`config.mk`:
```
export PLATFORM = sky130hd
export DESIGN_NAME = pixin_capture
export DESIGN_NICKNAME = d
export VERILOG_FILES = /design/src/rtl/pixin_pkg.sv /design/src/rtl/pixin_cfg_mux.sv /design/src/rtl/pixin_edge_sense.sv /design/src/rtl/pixin_pair_fsm.sv /design/src/rtl/pixin_capture.sv
export SDC_FILE = /design/constraint.sdc
export NUM_CORES = 1
export LEC_CHECK = 0
export ABC_AREA = 1
export BUFFER_PORTS_ARGS = -buffer_cell sky130_fd_sc_hd__buf_2
export CORE_ASPECT_RATIO = 0.6
export CORE_MARGIN = 4
export CORE_UTILIZATION = 56
export DETAILED_ROUTE_END_ITERATION = 12
export PLACE_DENSITY = 0.85
export SYNTH_ARGS = -nofsm -noshare
export SYNTH_HDL_FRONTEND = slang
export SYNTH_SLANG_ARGS = --single-unit
```
`constraint.sdc`:
```
create_clock -name clk -period 4.5 [get_ports clk]
set_clock_uncertainty 0.05 [all_clocks]
set_input_delay 0.9 -clock clk [delete_from_list [all_inputs] [get_ports clk]]
set_output_delay 0.9 -clock clk [all_outputs]
set_load 0.03 [all_outputs]
```
`src/rtl/pixin_pkg.sv`:
```
package pixin_pkg;
    typedef struct packed {
        logic wide;
        logic dual;
        logic edge_rise;
    } pixin_cfg_t;

    typedef enum logic {
        ST_WAIT_PRI = 1'b0,
        ST_HAVE_LO  = 1'b1
    } pair_state_t;
endpackage

```
`src/rtl/pixin_cfg_mux.sv`:
```
module pixin_cfg_mux
    import pixin_pkg::*;
#(
    parameter int DK_W = 3,
    parameter int GP_W = 3,
    parameter logic [DK_W-1:0] DK_DEFAULT = 4
) (
    input  logic            if_sel,
    input  logic            strap_wide,
    input  logic            strap_dual,
    input  logic            strap_edge,
    input  logic            reg_wide,
    input  logic            reg_dual,
    input  logic            reg_edge,
    input  logic            dk_en,
    input  logic [DK_W-1:0] dk_pins,
    input  logic [DK_W-1:0] reg_dk,
    input  logic [GP_W-1:0] gp_in,
    output pixin_cfg_t      cfg,
    output logic            cfg_err,
    output logic [DK_W-1:0] deskew_val,
    output logic [GP_W-1:0] gp_out,
    output logic            regif_rst_n
);
    always_comb begin
        if (if_sel) begin
            cfg.wide      = reg_wide;
            cfg.dual      = reg_dual;
            cfg.edge_rise = reg_edge;
        end else begin
            cfg.wide      = strap_wide;
            cfg.dual      = strap_dual;
            cfg.edge_rise = strap_edge;
        end
    end

    assign cfg_err = cfg.wide & cfg.dual;

    always_comb begin
        gp_out = '0;
        if (if_sel) begin
            deskew_val = reg_dk;
        end else if (dk_en) begin
            deskew_val = dk_pins;
        end else begin
            deskew_val = DK_DEFAULT;
            gp_out     = gp_in;
        end
    end

    assign regif_rst_n = if_sel;
endmodule

```
`src/rtl/pixin_edge_sense.sv`:
```
module pixin_edge_sense #(
    parameter int LINES = 2
) (
    input  logic             clk,
    input  logic             rst_n,
    input  logic [LINES-1:0] line_in,
    output logic [LINES-1:0] rise,
    output logic [LINES-1:0] fall
);
    for (genvar i = 0; i < LINES; i++) begin : g_line
        logic s1, s2;
        always_ff @(posedge clk or negedge rst_n) begin
            if (!rst_n) begin
                s1 <= 1'b0;
                s2 <= 1'b0;
            end else begin
                s1 <= line_in[i];
                s2 <= s1;
            end
        end
        assign rise[i] = s1 & ~s2;
        assign fall[i] = ~s1 & s2;
    end
endmodule

```
`src/rtl/pixin_pair_fsm.sv`:
```
module pixin_pair_fsm
    import pixin_pkg::*;
#(
    parameter int HALF_W = 12,
    localparam int PIX_W = 2 * HALF_W
) (
    input  logic             clk,
    input  logic             rst_n,
    input  pixin_cfg_t       cfg,
    input  logic             p_rise,
    input  logic             p_fall,
    input  logic             n_rise,
    input  logic             n_fall,
    input  logic [PIX_W-1:0] data,
    input  logic             de,
    input  logic             hs,
    input  logic             vs,
    output logic [PIX_W-1:0] pix_out,
    output logic             pix_vld,
    output logic             de_out,
    output logic             hs_out,
    output logic             vs_out
);
    pair_state_t state, nxt;
    logic [HALF_W-1:0] lo_q;
    logic eff_dual, pri_evt, sec_evt, out_evt;

    assign eff_dual = cfg.dual & ~cfg.wide;
    assign pri_evt  = cfg.edge_rise ? p_rise : p_fall;
    always_comb begin
        if (cfg.wide)     sec_evt = 1'b0;
        else if (eff_dual) sec_evt = cfg.edge_rise ? p_fall : p_rise;
        else              sec_evt = cfg.edge_rise ? n_rise : n_fall;
    end
    assign out_evt = cfg.wide ? pri_evt : sec_evt;

    always_ff @(posedge clk or negedge rst_n) begin
        if (!rst_n) state <= ST_WAIT_PRI;
        else        state <= nxt;
    end

    always_comb begin
        nxt = state;
        unique case (state)
            ST_WAIT_PRI: if (!cfg.wide && pri_evt && de) nxt = ST_HAVE_LO;
            ST_HAVE_LO: begin
                if (cfg.wide)              nxt = ST_WAIT_PRI;
                else if (sec_evt)          nxt = ST_WAIT_PRI;
                else if (pri_evt && !de)   nxt = ST_WAIT_PRI;
            end
            default: nxt = ST_WAIT_PRI;
        endcase
    end

    always_ff @(posedge clk or negedge rst_n) begin
        if (!rst_n) begin
            lo_q    <= '0;
            pix_out <= '0;
            pix_vld <= 1'b0;
            de_out  <= 1'b0;
            hs_out  <= 1'b0;
            vs_out  <= 1'b0;
        end else begin
            pix_vld <= 1'b0;
            if (!cfg.wide && pri_evt && de) lo_q <= data[HALF_W-1:0];
            if (cfg.wide && pri_evt && de) begin
                pix_out <= data;
                pix_vld <= 1'b1;
            end else if (state == ST_HAVE_LO && !cfg.wide && sec_evt && de) begin
                pix_out <= {data[HALF_W-1:0], lo_q};
                pix_vld <= 1'b1;
            end
            if (out_evt) begin
                de_out <= de;
                hs_out <= hs;
                vs_out <= vs;
            end
        end
    end

    AST_VLD_NEEDS_DE: assert property (@(posedge clk) disable iff (!rst_n)
        pix_vld |-> de_out);
    AST_SYNC_HOLD_PRI: assert property (@(posedge clk) disable iff (!rst_n)
        (pri_evt && !cfg.wide && !sec_evt) |=> $stable({de_out, hs_out, vs_out}));
    AST_HALF_EMIT: assert property (@(posedge clk) disable iff (!rst_n)
        (state == ST_HAVE_LO && !cfg.wide && sec_evt && de) |=> pix_vld);
    AST_PARTIAL_DROP: assert property (@(posedge clk) disable iff (!rst_n)
        (state == ST_HAVE_LO && !cfg.wide && sec_evt && !de) |=> (!pix_vld && state == ST_WAIT_PRI));
    AST_WIDE_NO_PAIR: assert property (@(posedge clk) disable iff (!rst_n)
        (state == ST_HAVE_LO && cfg.wide) |=> (state == ST_WAIT_PRI));
endmodule

```
`src/rtl/pixin_capture.sv`:
```
module pixin_capture
    import pixin_pkg::*;
#(
    parameter int HALF_W = 12,
    parameter int DK_W = 3,
    parameter int GP_W = 3,
    parameter logic [DK_W-1:0] DK_DEFAULT = 4,
    localparam int PIX_W = 2 * HALF_W
) (
    input  logic             clk,
    input  logic             rst_n,
    input  logic             if_sel,
    input  logic             strap_wide,
    input  logic             strap_dual,
    input  logic             strap_edge,
    input  logic             reg_wide,
    input  logic             reg_dual,
    input  logic             reg_edge,
    input  logic             dk_en,
    input  logic [DK_W-1:0]  dk_pins,
    input  logic [DK_W-1:0]  reg_dk,
    input  logic [GP_W-1:0]  gp_in,
    input  logic             pclk_p,
    input  logic             pclk_n,
    input  logic [PIX_W-1:0] data_in,
    input  logic             de_in,
    input  logic             hs_in,
    input  logic             vs_in,
    output logic [PIX_W-1:0] pix_out,
    output logic             pix_vld,
    output logic             de_out,
    output logic             hs_out,
    output logic             vs_out,
    output logic             cfg_err,
    output logic [DK_W-1:0]  deskew_val,
    output logic [GP_W-1:0]  gp_out,
    output logic             regif_rst_n
);
    pixin_cfg_t cfg;
    logic [1:0] rise, fall;
    logic [PIX_W-1:0] data_q;
    logic de_q, hs_q, vs_q;

    pixin_cfg_mux #(.DK_W(DK_W), .GP_W(GP_W), .DK_DEFAULT(DK_DEFAULT)) u_cfg (
        .if_sel(if_sel), .strap_wide(strap_wide), .strap_dual(strap_dual),
        .strap_edge(strap_edge), .reg_wide(reg_wide), .reg_dual(reg_dual),
        .reg_edge(reg_edge), .dk_en(dk_en), .dk_pins(dk_pins), .reg_dk(reg_dk),
        .gp_in(gp_in), .cfg(cfg), .cfg_err(cfg_err), .deskew_val(deskew_val),
        .gp_out(gp_out), .regif_rst_n(regif_rst_n)
    );

    pixin_edge_sense #(.LINES(2)) u_edges (
        .clk(clk), .rst_n(rst_n), .line_in({pclk_n, pclk_p}),
        .rise(rise), .fall(fall)
    );

    always_ff @(posedge clk or negedge rst_n) begin
        if (!rst_n) begin
            data_q <= '0;
            de_q   <= 1'b0;
            hs_q   <= 1'b0;
            vs_q   <= 1'b0;
        end else begin
            data_q <= data_in;
            de_q   <= de_in;
            hs_q   <= hs_in;
            vs_q   <= vs_in;
        end
    end

    pixin_pair_fsm #(.HALF_W(HALF_W)) u_pair (
        .clk(clk), .rst_n(rst_n), .cfg(cfg),
        .p_rise(rise[0]), .p_fall(fall[0]), .n_rise(rise[1]), .n_fall(fall[1]),
        .data(data_q), .de(de_q), .hs(hs_q), .vs(vs_q),
        .pix_out(pix_out), .pix_vld(pix_vld), .de_out(de_out),
        .hs_out(hs_out), .vs_out(vs_out)
    );
endmodule

```
==> results.md <==
- The flow ran to the end, and the final reports show no timing, DRC or antenna violations.
- In this design, the largest share of critical-path delay is due to simple AND/OR/NAND/NOR gates.
- The critical path runs through a total of 9 cells.
- The core outline area is 5150 sq um.
- The clock period could shrink to 3.37 ns.
- The I/O pin total is 84.
- Using the TritonRoute via totals, the vias-per-cell ratio works out to 5.19.
- Cells with a size suffix above 1 make up 28.1% of the layout.
- For this run, the register share of the synthesized area comes to 59.0%.
- The worst setup path is captured at a flip-flop.
- The total nets after synthesis is 380.
- The power after layout is 1880 uW.
- The count of fill cells added during filler insertion is 393.
- The number of nets in the layout is 456.
- Once routing completed, OpenROAD measured the worst setup slack at 1.13 ns.
- Registers take 1800 sq um.
- The average cell area after synthesis is 9.20 sq um.
- The final antenna diode count is 0.
- The sum of buffers and inverters on the critical path is 2.
- The total global routing overflow is 0.
- The clock sink count is 72.
- The cell area after synthesis is 3050 sq um.
- Of the available clock period, the critical path in the final layout requires 74.8%.
- The worst-case IR drop observed on VDD is 0.000224 V.
- The final total negative setup slack is 0 ns.
- The critical path's slowest cell is sky130_fd_sc_hd__nand2_2.
- The clock reaches the later pin of the worst-skew pair after 0.35 ns.
- In this run, post-CTS repair resized a total of 0 instances.
- Before CTS, the worst setup slack after placement is 0.849 ns.
- In the final routed layout, each cell accounts on average for 14.5 um.
- The initial antenna violation count is 0.
- The number of max-slew violations in the final report is 0.
- Walking the worst path, the cells encountered are buf_2, inv_4, nand2_4, nand2_4, o21ai_4, nand2_2, nand2_4, nand2_1, nand2_1.
- The worst relative slew slack is 35.9%.
- The synthesized design contains 72 register bits.
- The worst register-to-register path has a setup slack of 1.39 ns.
- The maximum count of clock buffers along a single path is 2.
- The required arrival time at the worst endpoint is 4.73 ns.
- After clock tree synthesis, the setup repair step added 0 buffers.
- For this configuration, the core starts out at a cell density of 59.2%.
- The leading cell type in the layout, fill and taps excluded is sky130_fd_sc_hd__nand2_1.
- The final number of hold-violating endpoints came to 0.
- Summed over all cells, the static leakage comes to 0.00203 uW.
- The worst setup path is of the input port to flip-flop kind.
- The row count is 20.
- The clock-pin transition on the worst setup and hold timing paths is 0.07 ns.
- The number of cells traversed by the worst register-to-register path is 6.
- For this block, the routed nets add up to 6.94 mm of wire.
- The clock root buffer is sky130_fd_sc_hd__clkbuf_8.
- Setup repair after global routing left no endpoint under its margin.
- The final estimated routing congestion in global placement is 0.816.
- Dividing total power by cell area gives a power density of 518 nW/um^2.
- In the layout the commonest cells are sky130_fd_sc_hd__nand2_1, sky130_fd_sc_hd__buf_2, sky130_fd_sc_hd__dfrtp_1.
- The H-tree generated during clock tree synthesis spans 3 levels.
- The arrival time of the worst setup path is 3.60 ns.
- The floorplan step set the die height to 65.2 um.
- After detailed routing, the number of remaining DRC violations is 0.
- Among the stages of the critical path, the cell type that occurs most often is sky130_fd_sc_hd__nand2_4.
- At the pin with the least slew margin, the transition time is 0.957 ns.
- The number of input and output port buffers inserted is 83.
- The area enclosed by the die boundary is 6740 sq um.
- The total area of multi-input combinational cells is 1080 sq um.
- Detailed placement ended at an HPWL of 4.78 mm.
- The final antenna-violating net count is 0.
- The largest fanout of any net on the critical path is 49.
- The synthesis warning total is 0.
- The cell area after placement is 3420 sq um.
- Counting instances, the worst hold path has a depth of 0.
- On the worst path, the slowest cell contributes a delay of 0.78 ns.
- Counting every instance in the synthesized netlist gives 332.
- The via count of the first global-routing pass came to 2,443.
- The total vias in the final route is 2,488.
- The die outline width is 103 um.
- The first global-routing pass estimated 11.9 mm of wire.
- Setup violations remaining at the end of the flow were counted as 0.
- The area growth from synthesis to layout is 19.1%.
- The length of the first detailed-routing pass in iterations is 5.
- The critical path startpoint category is an input port.
- The count of hold buffers inserted by post-cts repair is 0.
- The post-route standard cell area excluding fillers is 3640 sq um.
- The post-synthesis cell type count is 24.
- The achievable clock frequency is 297 MHz.
- The tightest min-delay check is of the flip-flop to flip-flop type.
- The tool flagged a number of max-cap violations equal to 0.
- The maximum number of pins on one net before global-route repair is 50.
- The starting DRC count in detailed routing is 247.
- The clock buffer count from CTS is 9.
- The total routing usage reported by global routing is 23.5%.
- The TritonCTS clock tree is built.
-- stage by stage --
stage	util, %	std cells	hold WS [ns]
after floorplan	-	332	0.324
after global placement	66.4	463	0.331
after detailed placement	66.4	463	0.353
after CTS	70.5	479	0.362
after global routing	70.5	479	0.375
final	70.5	479	0.364
-- layout make-up --
class	count	area share [%]
sequential	72	49.6
clock inverter	5	1.72
inverter	8	0.895
multi-input combinational	233	29.8
timing repair buffer	84	11.6
tap	66	2.27
clock buffer	11	4.16
-- synthesized netlist by cell type (all sizes together) --
| library cell | n | area [sq um] |
|---|---|---|
| nand3 | 70 | 368 |
| inv | 8 | 32.5 |
| dfrtp | 72 | 1800 |
| buf | 18 | 133 |
| or2 | 1 | 6.26 |
| nor3b | 3 | 22.5 |
| clkbuf | 1 | 3.75 |
| o22a | 1 | 8.76 |
| o21ai | 3 | 26.3 |
| nand2 | 149 | 597 |
| a22o | 2 | 17.5 |
| nor2 | 3 | 30.0 |
| o22ai | 1 | 6.26 |
-- layer usage --
metal  share of wire (%)  vias up  global-route usage (%)
li1                    -     1216                       -
met5                   0        -                       0
met1                  46     1159                    34.6
met3                 9.0       12                    8.80
met2                  43      101                    31.3
met4                 1.6        0                    8.89
-- worst paths after layout --
check	start	endpoint
setup / recovery	if_sel	u_pair.pix_out[6]$_DFFE_PN0P_
hold / removal	u_edges.g_line[1].s1$_DFF_PN0_	u_edges.g_line[1].s2$_DFF_PN0_
setup reg to reg	u_edges.g_line[0].s1$_DFF_PN0_	u_pair.pix_out[6]$_DFFE_PN0P_
hold reg to reg	u_edges.g_line[1].s1$_DFF_PN0_	u_edges.g_line[1].s2$_DFF_PN0_
max in group asynchronous	rst_n	u_pair.pix_out[15]$_DFFE_PN0P_
min in group asynchronous	rst_n	u_edges.g_line[0].s2$_DFF_PN0_
-- sequential cells by signal (all words and copies together), names as in the netlist --
signal             count
u_edges.g_line.s1      2
u_pair.lo_q           12
u_pair.pix_vld         1
u_pair.hs_out          1
vs_q                   1
hs_q                   1
data_q                24
de_q                   1
u_pair.de_out          1
u_pair.state           1
u_edges.g_line.s2      2
u_pair.pix_out        24
u_pair.vs_out          1
-- cell families after synthesis --
logic type	count (synthesis)	synth area share, %
and+or+nand+nor	226	33.5
AOI/OAI and AO/OA	7	1.93
DFF	72	59.0
buffers and inverters	27	5.53
-- report_power, final --
| group | switching, uW | internal, uW | total [uW] |
|---|---|---|---|
| clock | 244 | 290 | 534 |
| combinational | 351 | 152 | 503 |
| sequential | 73.5 | 771 | 844 |
| total | 669 | 1210 | 1880 |
No activity file was read; power rests on OpenSTA's default activity.
